--- config.mk ---
export PLATFORM = sky130hd
export DESIGN_NAME = i2cm_tx
export DESIGN_NICKNAME = d
export VERILOG_FILES = /design/src/rtl/i2cm_pkg.sv /design/src/rtl/i2cm_regs.sv /design/src/rtl/i2cm_tick.sv /design/src/rtl/i2cm_seq.sv /design/src/rtl/i2cm_tx.sv
export SDC_FILE = /design/constraint.sdc
export NUM_CORES = 1
export LEC_CHECK = 0
export BUFFER_PORTS_ARGS = -buffer_cell sky130_fd_sc_hd__buf_2
export CAP_MARGIN = 25
export CORE_AREA = 8 8 80 82
export CTS_CLUSTER_DIAMETER = 40
export DETAILED_ROUTE_END_ITERATION = 10
export DIE_AREA = 0 0 88 90
export SETUP_SLACK_MARGIN = 0.2
export SKIP_CTS_REPAIR_TIMING = 1
export SYNTH_ARGS = -nofsm -noshare
export SYNTH_HDL_FRONTEND = slang
export SYNTH_SLANG_ARGS = --single-unit
--- constraint.sdc ---
create_clock -name clk -period 2.4 [get_ports clk]
set_input_delay 0.48 -clock clk [delete_from_list [all_inputs] [get_ports clk]]
set_output_delay 0.48 -clock clk [all_outputs]
set_load 0.02 [all_outputs]
--- src/rtl/i2cm_pkg.sv ---
package i2cm_pkg;

    localparam logic [1:0] REG_CMD  = 2'd0;
    localparam logic [1:0] REG_CLK  = 2'd1;
    localparam logic [1:0] REG_CTL  = 2'd2;
    localparam logic [1:0] REG_DATA = 2'd3;

    localparam logic [7:0] CMD_START = 8'hF0;
    localparam logic [7:0] CMD_STOP  = 8'hD0;

    localparam int CLK_ACK_BIT  = 7;
    localparam int CLK_FAST_BIT = 5;
    localparam int CTL_EN_BIT   = 3;

    typedef enum logic [2:0] {
        ST_IDLE,
        ST_START,
        ST_BIT,
        ST_HOLD,
        ST_STOP
    } seq_state_e;

    typedef struct packed {
        logic ack_clk;
        logic fast;
        logic enable;
    } cfg_t;

    typedef struct packed {
        logic       start;
        logic       stop;
        logic       load;
        logic [7:0] data;
    } req_t;

    function automatic logic [3:0] last_bit_idx(input cfg_t c);
        return c.ack_clk ? 4'd8 : 4'd7;
    endfunction

endpackage

--- src/rtl/i2cm_regs.sv ---
module i2cm_regs
    import i2cm_pkg::*;
(
    input  logic       clk,
    input  logic       rst,
    input  logic       wr_en,
    input  logic [1:0] wr_addr,
    input  logic [7:0] wr_data,
    output cfg_t       cfg,
    output req_t       req
);

    cfg_t cfg_q;

    always_ff @(posedge clk) begin
        if (rst) begin
            cfg_q <= '0;
        end else if (wr_en) begin
            if (wr_addr == REG_CLK) begin
                cfg_q.ack_clk <= wr_data[CLK_ACK_BIT];
                cfg_q.fast    <= wr_data[CLK_FAST_BIT];
            end
            if (wr_addr == REG_CTL) begin
                cfg_q.enable <= wr_data[CTL_EN_BIT];
            end
        end
    end

    always_comb begin
        req.start = wr_en && (wr_addr == REG_CMD) && (wr_data == CMD_START);
        req.stop  = wr_en && (wr_addr == REG_CMD) && (wr_data == CMD_STOP);
        req.load  = wr_en && (wr_addr == REG_DATA);
        req.data  = wr_data;
    end

    assign cfg = cfg_q;

endmodule

--- src/rtl/i2cm_tick.sv ---
module i2cm_tick #(
    parameter int QTR_STD  = 6,
    parameter int QTR_FAST = 2
) (
    input  logic clk,
    input  logic rst,
    input  logic run,
    input  logic fast,
    output logic tick
);

    localparam int QMAX = (QTR_STD > QTR_FAST) ? QTR_STD : QTR_FAST;
    localparam int CW   = $clog2(QMAX) + 1;

    logic [CW-1:0] cnt;
    logic [CW-1:0] lim;

    assign lim  = fast ? CW'(QTR_FAST - 1) : CW'(QTR_STD - 1);
    assign tick = run && (cnt >= lim);

    always_ff @(posedge clk) begin
        if (rst || !run || tick) begin
            cnt <= '0;
        end else begin
            cnt <= cnt + 1'b1;
        end
    end

endmodule

--- src/rtl/i2cm_seq.sv ---
module i2cm_seq
    import i2cm_pkg::*;
(
    input  logic       clk,
    input  logic       rst,
    input  cfg_t       cfg,
    input  req_t       req,
    input  logic       tick,
    input  logic       sda_in,
    output logic       run,
    output logic       scl,
    output logic       sda,
    output logic       busy,
    output logic       ack_bit,
    output logic       done,
    output seq_state_e state_o
);

    seq_state_e state;
    logic [1:0] qtr;
    logic [3:0] bitn;
    logic [7:0] shreg;

    assign run     = (state == ST_START) || (state == ST_BIT) || (state == ST_STOP);
    assign state_o = state;

    always_ff @(posedge clk) begin
        if (rst) begin
            state   <= ST_IDLE;
            qtr     <= '0;
            bitn    <= '0;
            shreg   <= '0;
            scl     <= 1'b1;
            sda     <= 1'b1;
            busy    <= 1'b0;
            ack_bit <= 1'b1;
            done    <= 1'b0;
        end else begin
            done <= 1'b0;
            unique case (state)
                ST_IDLE: begin
                    if (req.load) shreg <= req.data;
                    if (req.start && cfg.enable) begin
                        state <= ST_START;
                        qtr   <= 2'd0;
                        busy  <= 1'b1;
                    end
                end
                ST_START: if (tick) begin
                    if (qtr == 2'd0) begin
                        sda <= 1'b0;
                        qtr <= 2'd1;
                    end else begin
                        scl   <= 1'b0;
                        qtr   <= 2'd0;
                        bitn  <= '0;
                        state <= ST_BIT;
                    end
                end
                ST_BIT: if (tick) begin
                    unique case (qtr)
                        2'd0: begin
                            sda <= (bitn < 4'd8) ? shreg[7] : 1'b1;
                            qtr <= 2'd1;
                        end
                        2'd1: begin
                            scl <= 1'b1;
                            qtr <= 2'd2;
                        end
                        2'd2: begin
                            if (bitn == 4'd8) ack_bit <= sda_in;
                            qtr <= 2'd3;
                        end
                        default: begin
                            scl <= 1'b0;
                            qtr <= 2'd0;
                            if (bitn < 4'd8) shreg <= {shreg[6:0], 1'b0};
                            if (bitn == last_bit_idx(cfg)) begin
                                state <= ST_HOLD;
                                done  <= 1'b1;
                            end else begin
                                bitn <= bitn + 4'd1;
                            end
                        end
                    endcase
                end
                ST_HOLD: begin
                    if (req.load) begin
                        shreg <= req.data;
                        bitn  <= '0;
                        qtr   <= 2'd0;
                        state <= ST_BIT;
                    end else if (req.stop) begin
                        qtr   <= 2'd0;
                        state <= ST_STOP;
                    end
                end
                ST_STOP: if (tick) begin
                    unique case (qtr)
                        2'd0: begin
                            sda <= 1'b0;
                            qtr <= 2'd1;
                        end
                        2'd1: begin
                            scl <= 1'b1;
                            qtr <= 2'd2;
                        end
                        2'd2: begin
                            sda <= 1'b1;
                            qtr <= 2'd3;
                        end
                        default: begin
                            busy  <= 1'b0;
                            qtr   <= 2'd0;
                            state <= ST_IDLE;
                        end
                    endcase
                end
                default: state <= ST_IDLE;
            endcase
        end
    end

endmodule

--- src/rtl/i2cm_tx.sv ---
module i2cm_tx
    import i2cm_pkg::*;
#(
    parameter int QTR_STD  = 6,
    parameter int QTR_FAST = 2
) (
    input  logic       clk,
    input  logic       rst,
    input  logic       wr_en,
    input  logic [1:0] wr_addr,
    input  logic [7:0] wr_data,
    input  logic       sda_in,
    output logic       scl_out,
    output logic       sda_out,
    output logic       bus_busy,
    output logic       last_rx_bit,
    output logic       byte_done
);

    cfg_t       cfg;
    req_t       req;
    logic       run;
    logic       tick;
    seq_state_e seq_state;

    i2cm_regs u_regs (
        .clk     (clk),
        .rst     (rst),
        .wr_en   (wr_en),
        .wr_addr (wr_addr),
        .wr_data (wr_data),
        .cfg     (cfg),
        .req     (req)
    );

    i2cm_tick #(
        .QTR_STD  (QTR_STD),
        .QTR_FAST (QTR_FAST)
    ) u_tick (
        .clk  (clk),
        .rst  (rst),
        .run  (run),
        .fast (cfg.fast),
        .tick (tick)
    );

    i2cm_seq u_seq (
        .clk     (clk),
        .rst     (rst),
        .cfg     (cfg),
        .req     (req),
        .tick    (tick),
        .sda_in  (sda_in),
        .run     (run),
        .scl     (scl_out),
        .sda     (sda_out),
        .busy    (bus_busy),
        .ack_bit (last_rx_bit),
        .done    (byte_done),
        .state_o (seq_state)
    );

endmodule

==> Word level (Yosys, flattened, before mapping) <==
Cells that the tools add are included.
{ "word_totals": {"ff_bits": 29, "in_bits": 14, "word_cells": 138} }
{ "classes": {"add_sub_neg": 2, "n_lt_le_gt_ge": 2, "eq_ne": 32, "n_mux": 53, "bitwise": 2, "n_reduce_logical": 34} }
{ "ops": {"columns": ["operator", "count"], "rows": [
  ["3-bit two-way mux", 11],
  ["8-bit two-way mux", 4],
  ["4-bit two-way mux", 7],
  ["2-bit inequality test, second input constant", 14],
  ["7-bit AND reduction", 3],
  ["8-bit equality test, second input constant", 2],
  ["1-bit two-way mux", 16],
  ["8-bit one-hot mux with 2 select lines", 1],
  ["3-bit one-hot mux with 5 select lines", 1],
  ["4-bit one-hot mux with 3 select lines", 1],
  ["2-bit two-way mux", 5],
  ["5-bit AND reduction", 2],
  ["9-bit AND reduction", 1],
  ["4-bit by 1-bit adder with 4-bit output, second input constant", 2],
  ["2-bit one-hot mux with 4 select lines", 1],
  ["4-bit AND reduction", 2],
  ["2-bit equality test, second input constant", 3],
  ["3-bit by 2-bit equality test with 1-bit output, second input constant", 2],
  ["1-bit logical AND", 6],
  ["2-bit by 1-bit inequality test with 1-bit output, second input constant", 3],
  ["3-bit inequality test, second input constant", 2],
  ["1-bit one-hot mux with 2 select lines", 3],
  ["1-bit one-hot mux with 3 select lines", 2],
  ["2-bit one-hot mux with 3 select lines", 1],
  ["19 further kinds", 30]
]} }

==> Logic depth before layout (Yosys ltp) <==
Gate-level depths: netlist of run 1.
{ "depth": {"word_depth": 6, "ltp_mapped": 8, "mapped_depth_nobuf": 7} }

==> Hierarchy <==
Synthesis of run 1 repeated with hierarchy kept, for this count alone.
{ "hier_totals": {"hier_cells": 216, "area_unflattened_um2": 1840.5} }
{ "by_module_without_submodules": {"columns": ["mod", "instances", "cells_per_inst", "area_per_inst_um2"], "rows": [
  ["i2cm_seq", 1, 165, 1376.3],
  ["i2cm_regs", 1, 29, 256.5],
  ["i2cm_tick", 1, 22, 207.7]
]} }

==> Worst setup path after synthesis of run 1 <==
Ideal clock, no wire load.
{ "synth_path": {"path_type": "input port to flip-flop", "from": "input wr_data[3]", "to": "register u_seq.qtr[0]", "setup_ps": 122, "arrival_time_ps": 2497, "slack_ps": -218, "cell_stages": 5, "n_path_buf": 0, "cell_sequence": "or4b_1 or4_4 o311a_1 or3_1 o311a_1"} }
{ "synth_via": {"elab_chain_len": 5, "elab_cells_between_ends": 8, "cone_classes": "eq/ne: 4; reduce/logical: 4"} }
{ "synth_rtl": {"columns": ["element", "line", "source"], "rows": [
  ["start: declaration", "i2cm_tx.sv:11", "input logic [7:0] wr_data,"],
  ["8-bit equality test", "i2cm_regs.sv:30", "req.start = wr_en && (wr_addr == REG_CMD) && (wr_data == CMD_START);"],
  ["1-bit logical AND", "i2cm_regs.sv:30", null],
  ["1-bit logical AND", "i2cm_seq.sv:43", "if (req.start && cfg.enable) begin"],
  ["2-bit by 1-bit inequality test with 1-bit output (no source line)", null, null],
  ["5-bit AND reduction (no source line) *", null, null],
  ["end signal: assignment", "i2cm_seq.sv:45", "qtr <= 2'd0;"],
  ["end signal: assignment", "i2cm_seq.sv:52", "qtr <= 2'd1;"],
  ["end signal: assignment", "i2cm_seq.sv:55", "qtr <= 2'd0;"],
  ["end: declaration", "i2cm_seq.sv:20", "logic [1:0] qtr;"]
]} }
Every way passes the cells marked *; elsewhere a longest branch is shown, timed or not.
A chain may end at the register's enable or synchronous reset.

==> Worst setup path after layout of run 1 <==
Ends and elaborated chain as after synthesis.

==> results of run 1 <==
[metal layers]
metal | vias to the layer above | part of all wire, % | wire, um
met5 | - | 0 | 0
met4 | 0 | 2.0 | 96
met3 | 10 | 2.8 | 132
met2 | 38 | 48 | 2280
met1 | 827 | 47 | 2200
li1 | 873 | - | -
[logic make-up after synthesis]
kind of cell / after synthesis / share of synthesized area [%]
AND/OR/NAND/NOR: 73 / 23.3
AO/OA/AOI/OAI: 60 / 22.8
XOR/XNOR: 3 / 1.51
multiplexers: 13 / 7.45
buffers and inverters: 21 / 4.52
adder cells (fa/ha/maj): 10 / 7.17
flip-flops: 29 / 33.3
[Yosys cell counts, types with 3 or more instances]
master    instances
dfxtp_1          29
nor2_1           18
a21oi_1          16
mux2i_1          13
inv_1            12
o21ai_0          12
ha_1             10
clkbuf_1          9
nand2_1           8
a311oi_1          7
nand3_1           7
nor3_1            6
nor2b_1           4
nor4b_1           4
a31oi_1           3
and3_1            3
nand3b_1          3
nand4_1           3
nor4_1            3
o31ai_1           3
[cell type report]
type	instances	area [um2]	share of cell area [%]
Clock buffer	6	82.6	3.62
Inverter	12	45.0	1.97
Tap cell	72	90.1	3.95
Clock inverter	2	37.5	1.65
Timing Repair Buffer	43	295	12.9
Sequential cell	29	582	25.5
Multi-Input combinational cell	159	1150	50.4
[worst max-delay path, stage by stage]
cell	delay (ns)
buf_6	0.09
or4b_4	0.52
or4_4	0.44
o311a_1	0.33
or3_4	0.38
o311a_1	0.36
[placed cells by master (no fill, tap or decap), types with 3 or more instances in the layout]
cell type,Yosys,layout
clkbuf_8,0,6
nand2_1,8,8
o21ai_0,12,11
a21oi_1,16,16
nand3_1,7,7
nand3b_1,3,3
and3_1,3,3
mux2i_1,13,13
ha_1,10,10
a311oi_1,7,6
nor4b_1,4,4
nor3_1,6,6
nor2b_1,4,4
buf_2,0,17
nand4_1,3,3
buf_4,0,22
inv_1,12,12
dfxtp_1,29,28
buf_6,0,4
nor2_1,18,18
[sequential cells by signal, indices dropped and copies added, names as in the netlist, 2 cells and up]
register / count
u_seq.bitn: 4
u_seq.shreg: 8
u_tick.cnt: 4
u_seq.state_o: 3
u_regs.cfg: 3
u_seq.qtr: 2
[through the flow]
| step | power, mW | worst slack (ns) |
|---|---|---|
| after detailed placement | 0.575 | -0.331 |
| after floorplan | 0.543 | -0.157 |
| after global placement | 0.575 | -0.303 |
| after CTS | 1.12 | -0.0271 |
| final | 1.11 | -0.0273 |
| after global routing | 1.16 | -0.0559 |
[report_power, final]
group	internal, mW	switching, mW	leakage [nW]	total, mW
clock network	0.337	0.202	0.0574	0.539
registers	0.491	0.00561	0.236	0.497
logic	0.0368	0.0407	0.627	0.0775
total	0.865	0.248	0.920	1.11
[worst paths after layout]
path / end / startpoint / cells past startpoint
setup / recovery: u_seq.qtr[0] / wr_data[3] / 6
hold / removal: u_seq.ack_bit / sda_in / 3
setup reg to reg: u_seq.qtr[0] / u_tick.cnt[0] / 7
hold reg to reg: u_tick.cnt[0] / u_tick.cnt[0] / 1
==> results_dict.tcl, run 1 <==
set metrics [dict create \
    antenna_found_initial 0 \
    nFillCells 491 \
    synth.avg_cell_area_um2 8.35 \
    use_met2_pct 18.8 \
    required_ns 2.57 \
    finalCritPeriodShare_pct 101 \
    synth_seq_cells 29 \
    netlist.top_cell.by_area "dfxtp_1" \
    initial_core_util_pct 33.3 \
    numCtsBuffers 5 \
    cts_sinks 29 \
    synth_top_area_share_pct 33.3 \
    netlist_area_um2 1750 \
    slew_headroom_pct 63.5 \
    grtUsageMet3_pct 1.64 \
    via_per_inst 5.41 \
    setup_viol 1 \
    max_freq_mhz 412 \
    clk_pin_slew_ns 0.06 \
    grt_use_total_pct 11.9 \
    drc 0 \
    drt_wl_total_mm 4.71 \
    num_rows 27 \
    diodes 0 \
    ys_types 44 \
    grt_max_degree 21 \
    maxCapViolations 0 \
    use_met1_pct 15.0 \
    critPathKind "input port to flip-flop" \
    portBuffers 18 \
    die_area_um2 7920 \
    reg2reg_slack_ns 0.32 \
    worst_pin_slew_ns 0.542 \
    overflow 0 \
    synth-edff-count 0 \
    nets 274 \
    cts-root-buf "clkbuf_8" \
    min_period_ns 2.43 \
    cp.arrival_ns 2.60 \
    die_x_um 88 \
    startpoint_type "input port" \
    drive_gt1_share_pct 25.1 \
    maxSlewViolCount 0 \
    outcome "finished, violations left" \
    routedWlPerCell_um 14.6 \
    synth_nets 233 \
    synthTopCellsByArea "dfxtp_1, mux2i_1, ha_1" \
    clkLatencyLatePin_ns 0.29 \
    busiest_layer "met2" \
    die_h_um 90 \
    placed_cells 309 \
    place.gp.congestion 0.862 \
    rsz0062_at_grt "true" \
    first_global_vias 1609 \
    synth_seq_area_share_pct 33.3 \
    synth-warning-count 0 \
    synth_top_flop_cell "dfxtp_1" \
    fin_setup_tns_ns -0.0273 \
    dp.final_hpwl_mm 3.31 \
    synthCells 209 \
    async_reset_ff_share_pct 0 \
    boundaryPins 19 \
    first_pass_iters 4 \
    via_count 1748 \
    htree_levels 2 \
    finalHoldViolCount 0 \
    p_leak_nw 0.920 \
    fin_util_pct 43.6 \
    clock_skew_ns 0.00940 \
    hp-class "input port to flip-flop" \
    final_antenna_net_count 0 \
    whs_ns 0.410 \
    cts_tree "done" \
    instances_no_fill 323 \
    end_kind "flip-flop" \
    fin_ws_ns -0.0273 \
    power_density_nw_per_um2 488 \
    fin_area_um2 2280 \
    crit_fanout 3 \
    core_area_um2 5240 \
    violations "setup timing" \
    max-vdd-ir-drop_mv 0.300 \
    first_iter_violations 69 \
    clockBufferDepth 2 \
    grt_pass1_wl_mm 7.53 \
    placed_area_um2 2030 \
    area_growth_pct 30.7 \
]
Power figures use the tool's default switching activity.
==> run 2, diff against run 1 <==
--- a/config.mk
+++ b/config.mk
@@ -6,11 +6,13 @@
 export NUM_CORES = 1
 export LEC_CHECK = 0
 export BUFFER_PORTS_ARGS = -buffer_cell sky130_fd_sc_hd__buf_2
-export CAP_MARGIN = 25
+export CELL_PAD_IN_SITES_DETAIL_PLACEMENT = 0
+export CELL_PAD_IN_SITES_GLOBAL_PLACEMENT = 1
 export CORE_AREA = 8 8 80 82
 export CTS_CLUSTER_DIAMETER = 40
 export DETAILED_ROUTE_END_ITERATION = 10
 export DIE_AREA = 0 0 88 90
+export PLACE_DENSITY_LB_ADDON = 0.1
 export SETUP_SLACK_MARGIN = 0.2
 export SKIP_CTS_REPAIR_TIMING = 1
 export SYNTH_ARGS = -nofsm -noshare
==> constraint.sdc (replaced) <==
create_clock -name clk -period 2.61 [get_ports clk]
set_input_delay 0.522 -clock clk [delete_from_list [all_inputs] [get_ports clk]]
set_output_delay 0.522 -clock clk [all_outputs]
set_load 0.02 [all_outputs]
==> run 2 against run 1 <==
Net effect: largest power group is now registers; the flow now finishes without violations; design area is 7.4% lower; routed wire length is 0.17% lower; register-to-register slack better by 0.24 ns; sequential share of layout area is 2.0 points higher; global-route usage is 0.83 points higher; clock skew is 0.0051 ns lower; die area stayed put; critical endpoint unchanged; sequential power is 8.0% lower; critical path type unchanged; first-iteration DRC count grew to 2.7 times the previous value; via count is 5.7% lower; utilization is 3.2 points lower; worst setup slack better by 0.19 ns.
==> results_dict.tcl, run 2 (synthesis results as in run 1) <==
set metrics [dict create \
    cpPeakStageDelay_ns 0.51 \
    place_ws_ns -0.144 \
    worstHoldStart "sda_in" \
    num_rows 27 \
    end_kind "flip-flop" \
    regMostFlops "u_seq.shreg" \
    fin_ws_ns 0.165 \
    via_count 1649 \
    instances_no_fill 314 \
    die_area_um2 7920 \
    rsz0062_at_grt "true" \
    mostFrequentLayoutCell "dfxtp_1" \
    area_growth_pct 21.1 \
    placed_cells 306 \
    fin_area_um2 2110 \
    hp-class "input port to flip-flop" \
    critPathKind "input port to flip-flop" \
    top_layer "met4" \
    cts_tree "done" \
    drc 0 \
    outcome "complete, no violations" \
    drt_wl_total_mm 4.70 \
    power_density_nw_per_um2 441 \
    cts_sinks 29 \
    grt_use_total_pct 12.7 \
    mostFrequentLayoutCells "dfxtp_1, nor2_1, buf_2" \
    regToRegStartpoint "u_tick.cnt[0]" \
    first_global_vias 1649 \
    grt_max_degree 16 \
    portBuffers 18 \
    max-vdd-ir-drop_mv 0.183 \
    htree_levels 2 \
    p_leak_nw 0.854 \
    slew_headroom_pct 58.9 \
    p_total_mw 0.932 \
    required_ns 2.78 \
    largest_reg_flops 8 \
    crit_start "wr_data[3]" \
    grt_pass1_wl_mm 8.03 \
    wirelength_met1_mm 2.34 \
    diodes 0 \
    core_area_um2 5240 \
    nets 265 \
    worst_pin_slew_ns 0.611 \
    first_pass_iters 4 \
    clockBufferDepth 2 \
    drive_gt1_share_pct 18.6 \
    clk_pin_slew_ns 0.06 \
    finalHoldViolCount 0 \
    placed_area_um2 2010 \
    finalCritPeriodShare_pct 93.7 \
    wl_met3_um 193 \
    overflow 0 \
    whs_ns 0.460 \
    boundaryPins 19 \
    cp.arrival_ns 2.62 \
    seq_area_um2 581 \
    routedWlPerCell_um 15.0 \
    max_freq_mhz 409 \
    maxSlewViolCount 0 \
    top_regs "u_seq.shreg (8), u_seq.bitn (4), u_tick.cnt (4)" \
    cp_cell_sequence "buf_2 > or4b_1 > or4_4 > o311a_1 > or3_1 > o311a_1" \
    antenna_found_initial 0 \
    min_period_ns 2.45 \
    cts-root-buf "clkbuf_8" \
    die_h_um 90 \
    first_iter_violations 188 \
    setup_viol 0 \
    maxCapViolations 0 \
    multiInputGateArea_um2 1090 \
    clkLatencyLatePin_ns 0.28 \
    startpoint_type "input port" \
    clock_skew_ns 0.00428 \
    numCtsBuffers 5 \
    via_per_inst 5.25 \
    place.gp.congestion 0.811 \
    crit_fanout 4 \
    final_antenna_net_count 0 \
    dp.final_hpwl_mm 3.60 \
    slowest_stage "or4b_1" \
    nFillCells 557 \
    initial_core_util_pct 33.3 \
    cpMostUsedCell "o311a_1" \
    cp_num_buf_inv 1 \
    wl_met2_mm 2.09 \
    path_delay_family "simple AND/OR/NAND/NOR gates" \
    die_x_um 88 \
]
## run 2: metrics by stage
step / TNS (ns) / utilization, %
3_3_place_gp: -0.120 / 38.4
2_1_floorplan: 0 / -
5_1_grt: 0 / 40.4
3_5_place_dp: -0.201 / 38.4
4_1_cts: 0 / 40.4
6_report: 0 / 40.4
## run 2: layer usage
metal	track usage, %	up-vias
met5	0	-
met4	5.02	0
met3	3.55	7
met2	18.6	32
met1	16.9	761
li1	-	849
## run 2: power breakdown
group | switching, mW | internal (mW)
clock | 0.176 | 0.238
sequential | 0.00514 | 0.452
combinational | 0.0337 | 0.0280
## run 2: worst min-delay path: cells and delay by family
family,cells,cell delay [ns]
buffers and inverters,1,0.08
multiplexers,1,0.06
AND/OR/NAND/NOR,1,0.06
## run 2: worst paths after layout
path | endpoint | slack, ns | cells past startpoint
hold / removal | u_seq.ack_bit | 0.46 | 3
setup / recovery | u_seq.qtr[0] | 0.16 | 6
hold reg to reg | u_seq.ack_bit | 0.47 | 2
setup reg to reg | u_seq.qtr[0] | 0.56 | 7
## run 2: cell type report
| cell class | instances | area share (%) |
|---|---|---|
| Inverter | 12 | 2.13 |
| Sequential cell | 29 | 27.5 |
| Clock inverter | 1 | 0.237 |
| Clock buffer | 7 | 4.56 |
| Tap cell | 72 | 4.26 |
| Timing Repair Buffer | 34 | 9.95 |
| Multi-Input combinational cell | 159 | 51.4 |
==> run 3, diff against run 2 <==
--- a/config.mk
+++ b/config.mk
@@ -12,7 +12,7 @@
 export CTS_CLUSTER_DIAMETER = 40
 export DETAILED_ROUTE_END_ITERATION = 10
 export DIE_AREA = 0 0 88 90
-export PLACE_DENSITY_LB_ADDON = 0.1
+export PLACE_DENSITY = 0.62
 export SETUP_SLACK_MARGIN = 0.2
 export SKIP_CTS_REPAIR_TIMING = 1
 export SYNTH_ARGS = -nofsm -noshare
==> constraint.sdc (replaced) <==
create_clock -name clk -period 2.61 [get_ports clk]
set_input_delay 0.261 -clock clk [delete_from_list [all_inputs] [get_ports clk]]
set_output_delay 0.261 -clock clk [all_outputs]
set_load 0.02 [all_outputs]
==> run 3 against run 2 <==
Net effect: clock skew increased by 0.0033 ns; clock power decreased by 9.9%; highest routed layer unchanged; via count decreased by 0.85%; non-clock buffer count decreased by 5; final cell count decreased by 1.9%; routed wire length decreased by 0.51%; power decreased by 4.8%; register-to-register slack improved by 0.03 ns; sequential cell count unchanged; critical endpoint unchanged.
==> results_dict.tcl, run 3 (synthesis results as in run 1) <==
set metrics [dict create \
    boundaryPins 19 \
    grt_use_total_pct 12.7 \
    htree_levels 2 \
    setup_viol 0 \
    final_antenna_net_count 0 \
    largest_reg_flops 8 \
    first_pass_iters 4 \
    drt_wl_total_mm 4.68 \
    grt_pass1_wl_mm 8.00 \
    reg2reg_depth 7 \
    place.gp.congestion 0.748 \
    routedWlPerCell_um 15.2 \
    dp.final_hpwl_mm 3.56 \
    placed_cells 301 \
    worst_pin_slew_ns 0.557 \
    cts_sinks 29 \
    p_leak_nw 0.820 \
    instances_no_fill 308 \
    multiInputGateArea_um2 1090 \
    overflow 0 \
    regMostFlops "u_seq.shreg" \
    crit_fanout 3 \
    mostFrequentLayoutCells "dfxtp_1, nor2_1, buf_2" \
    first_global_vias 1599 \
    die_x_um 88 \
    nFillCells 561 \
    max-vdd-ir-drop_mv 0.224 \
    numCtsBuffers 5 \
    clkLatencyLatePin_ns 0.28 \
    diodes 0 \
    maxSlewViolCount 0 \
    fin_setup_tns_ns 0 \
    core_area_um2 5240 \
    hp-class "input port to flip-flop" \
    drc 0 \
    grt_max_degree 21 \
    area_growth_pct 18.1 \
    nets 260 \
    max_freq_mhz 438 \
    cts_tree "done" \
    initial_core_util_pct 33.3 \
    startpoint_type "input port" \
    portBuffers 18 \
    required_ns 2.77 \
    top_regs "u_seq.shreg (8), u_seq.bitn (4), u_tick.cnt (4)" \
    num_rows 27 \
    finalCritPeriodShare_pct 87.4 \
    cp.arrival_ns 2.44 \
    seq_area_um2 581 \
    via_count 1635 \
    maxCapViolations 0 \
    die_h_um 90 \
    clk_pin_slew_ns 0.07 \
    clock_skew_ns 0.00754 \
    first_iter_violations 94 \
    clockBufferDepth 2 \
    mostFrequentLayoutCell "dfxtp_1" \
    die_area_um2 7920 \
    slew_headroom_pct 62.5 \
    power_density_nw_per_um2 431 \
    whs_path_depth 3 \
    outcome "complete, no violations" \
    min_period_ns 2.28 \
    drive_gt1_share_pct 16.1 \
    critPathKind "input port to flip-flop" \
    finalHoldViolCount 0 \
    end_kind "flip-flop" \
    antenna_found_initial 0 \
    rsz0062_at_grt "false" \
    cts-root-buf "clkbuf_8" \
    via_per_inst 5.31 \
]
run 3: changes by cell type in the layout (fill, tap and decap cells not counted):
| cell | change |
|---|---|
| clkbuf_1 | +1 |
| clkbuf_8 | -1 |
| buf_4 | -5 |
| clkinv_2 | -1 |
run 3: final cells by class:
| type | count | share of cell area (%) |
|---|---|---|
| clock buffers | 7 | 4.19 |
| inverters | 12 | 2.19 |
| multi-input cells | 159 | 52.7 |
| flip-flops and latches | 29 | 28.2 |
| well taps | 72 | 4.37 |
| repair buffers | 29 | 8.38 |
run 3: metal layers:
| metal | track usage, % | up-vias | wire length [um] |
|---|---|---|---|
| li1 | - | 841 | - |
| met1 | 16.8 | 768 | 2300 |
| met5 | 0 | - | 0 |
| met4 | 3.44 | 0 | 39 |
| met2 | 19.5 | 22 | 2170 |
| met3 | 3.18 | 4 | 169 |
run 3: power by group:
part / internal, mW / switching [mW]
Clock: 0.209 / 0.164
Combinational: 0.0242 / 0.0331
Sequential: 0.452 / 0.00544
Total: 0.685 / 0.203
run 3: worst max-delay path, cell delays in order:
cell and delay, ns:
buf_2 0.11, or4b_1 0.51, or4_4 0.45, o311a_1 0.40, or3_1 0.37, o311a_1 0.35
run 3: through the flow:
step | total power, mW | instance area, um2 | worst slack (ns) | hold WS [ns] | utilization [%]
floorplan | 0.499 | 1750 | 0.211 | 0.389 | -
global placement | 0.525 | 1970 | 0.0613 | 0.452 | 37.7
detailed placement | 0.525 | 1970 | 0.0409 | 0.459 | 37.7
CTS | 0.899 | 2060 | 0.334 | 0.196 | 39.4
global route | 0.935 | 2060 | 0.298 | 0.211 | 39.4
finish | 0.888 | 2060 | 0.328 | 0.196 | 39.4
run 3: worst paths after layout:
check,startpoint,to,slack (ns)
worst max-delay path,wr_data[3],u_seq.qtr[0],0.33
worst min-delay path,sda_in,u_seq.ack_bit,0.20
worst max register to register,u_tick.cnt[0],u_seq.qtr[0],0.59
worst min register to register,u_seq.ack_bit,u_seq.ack_bit,0.47
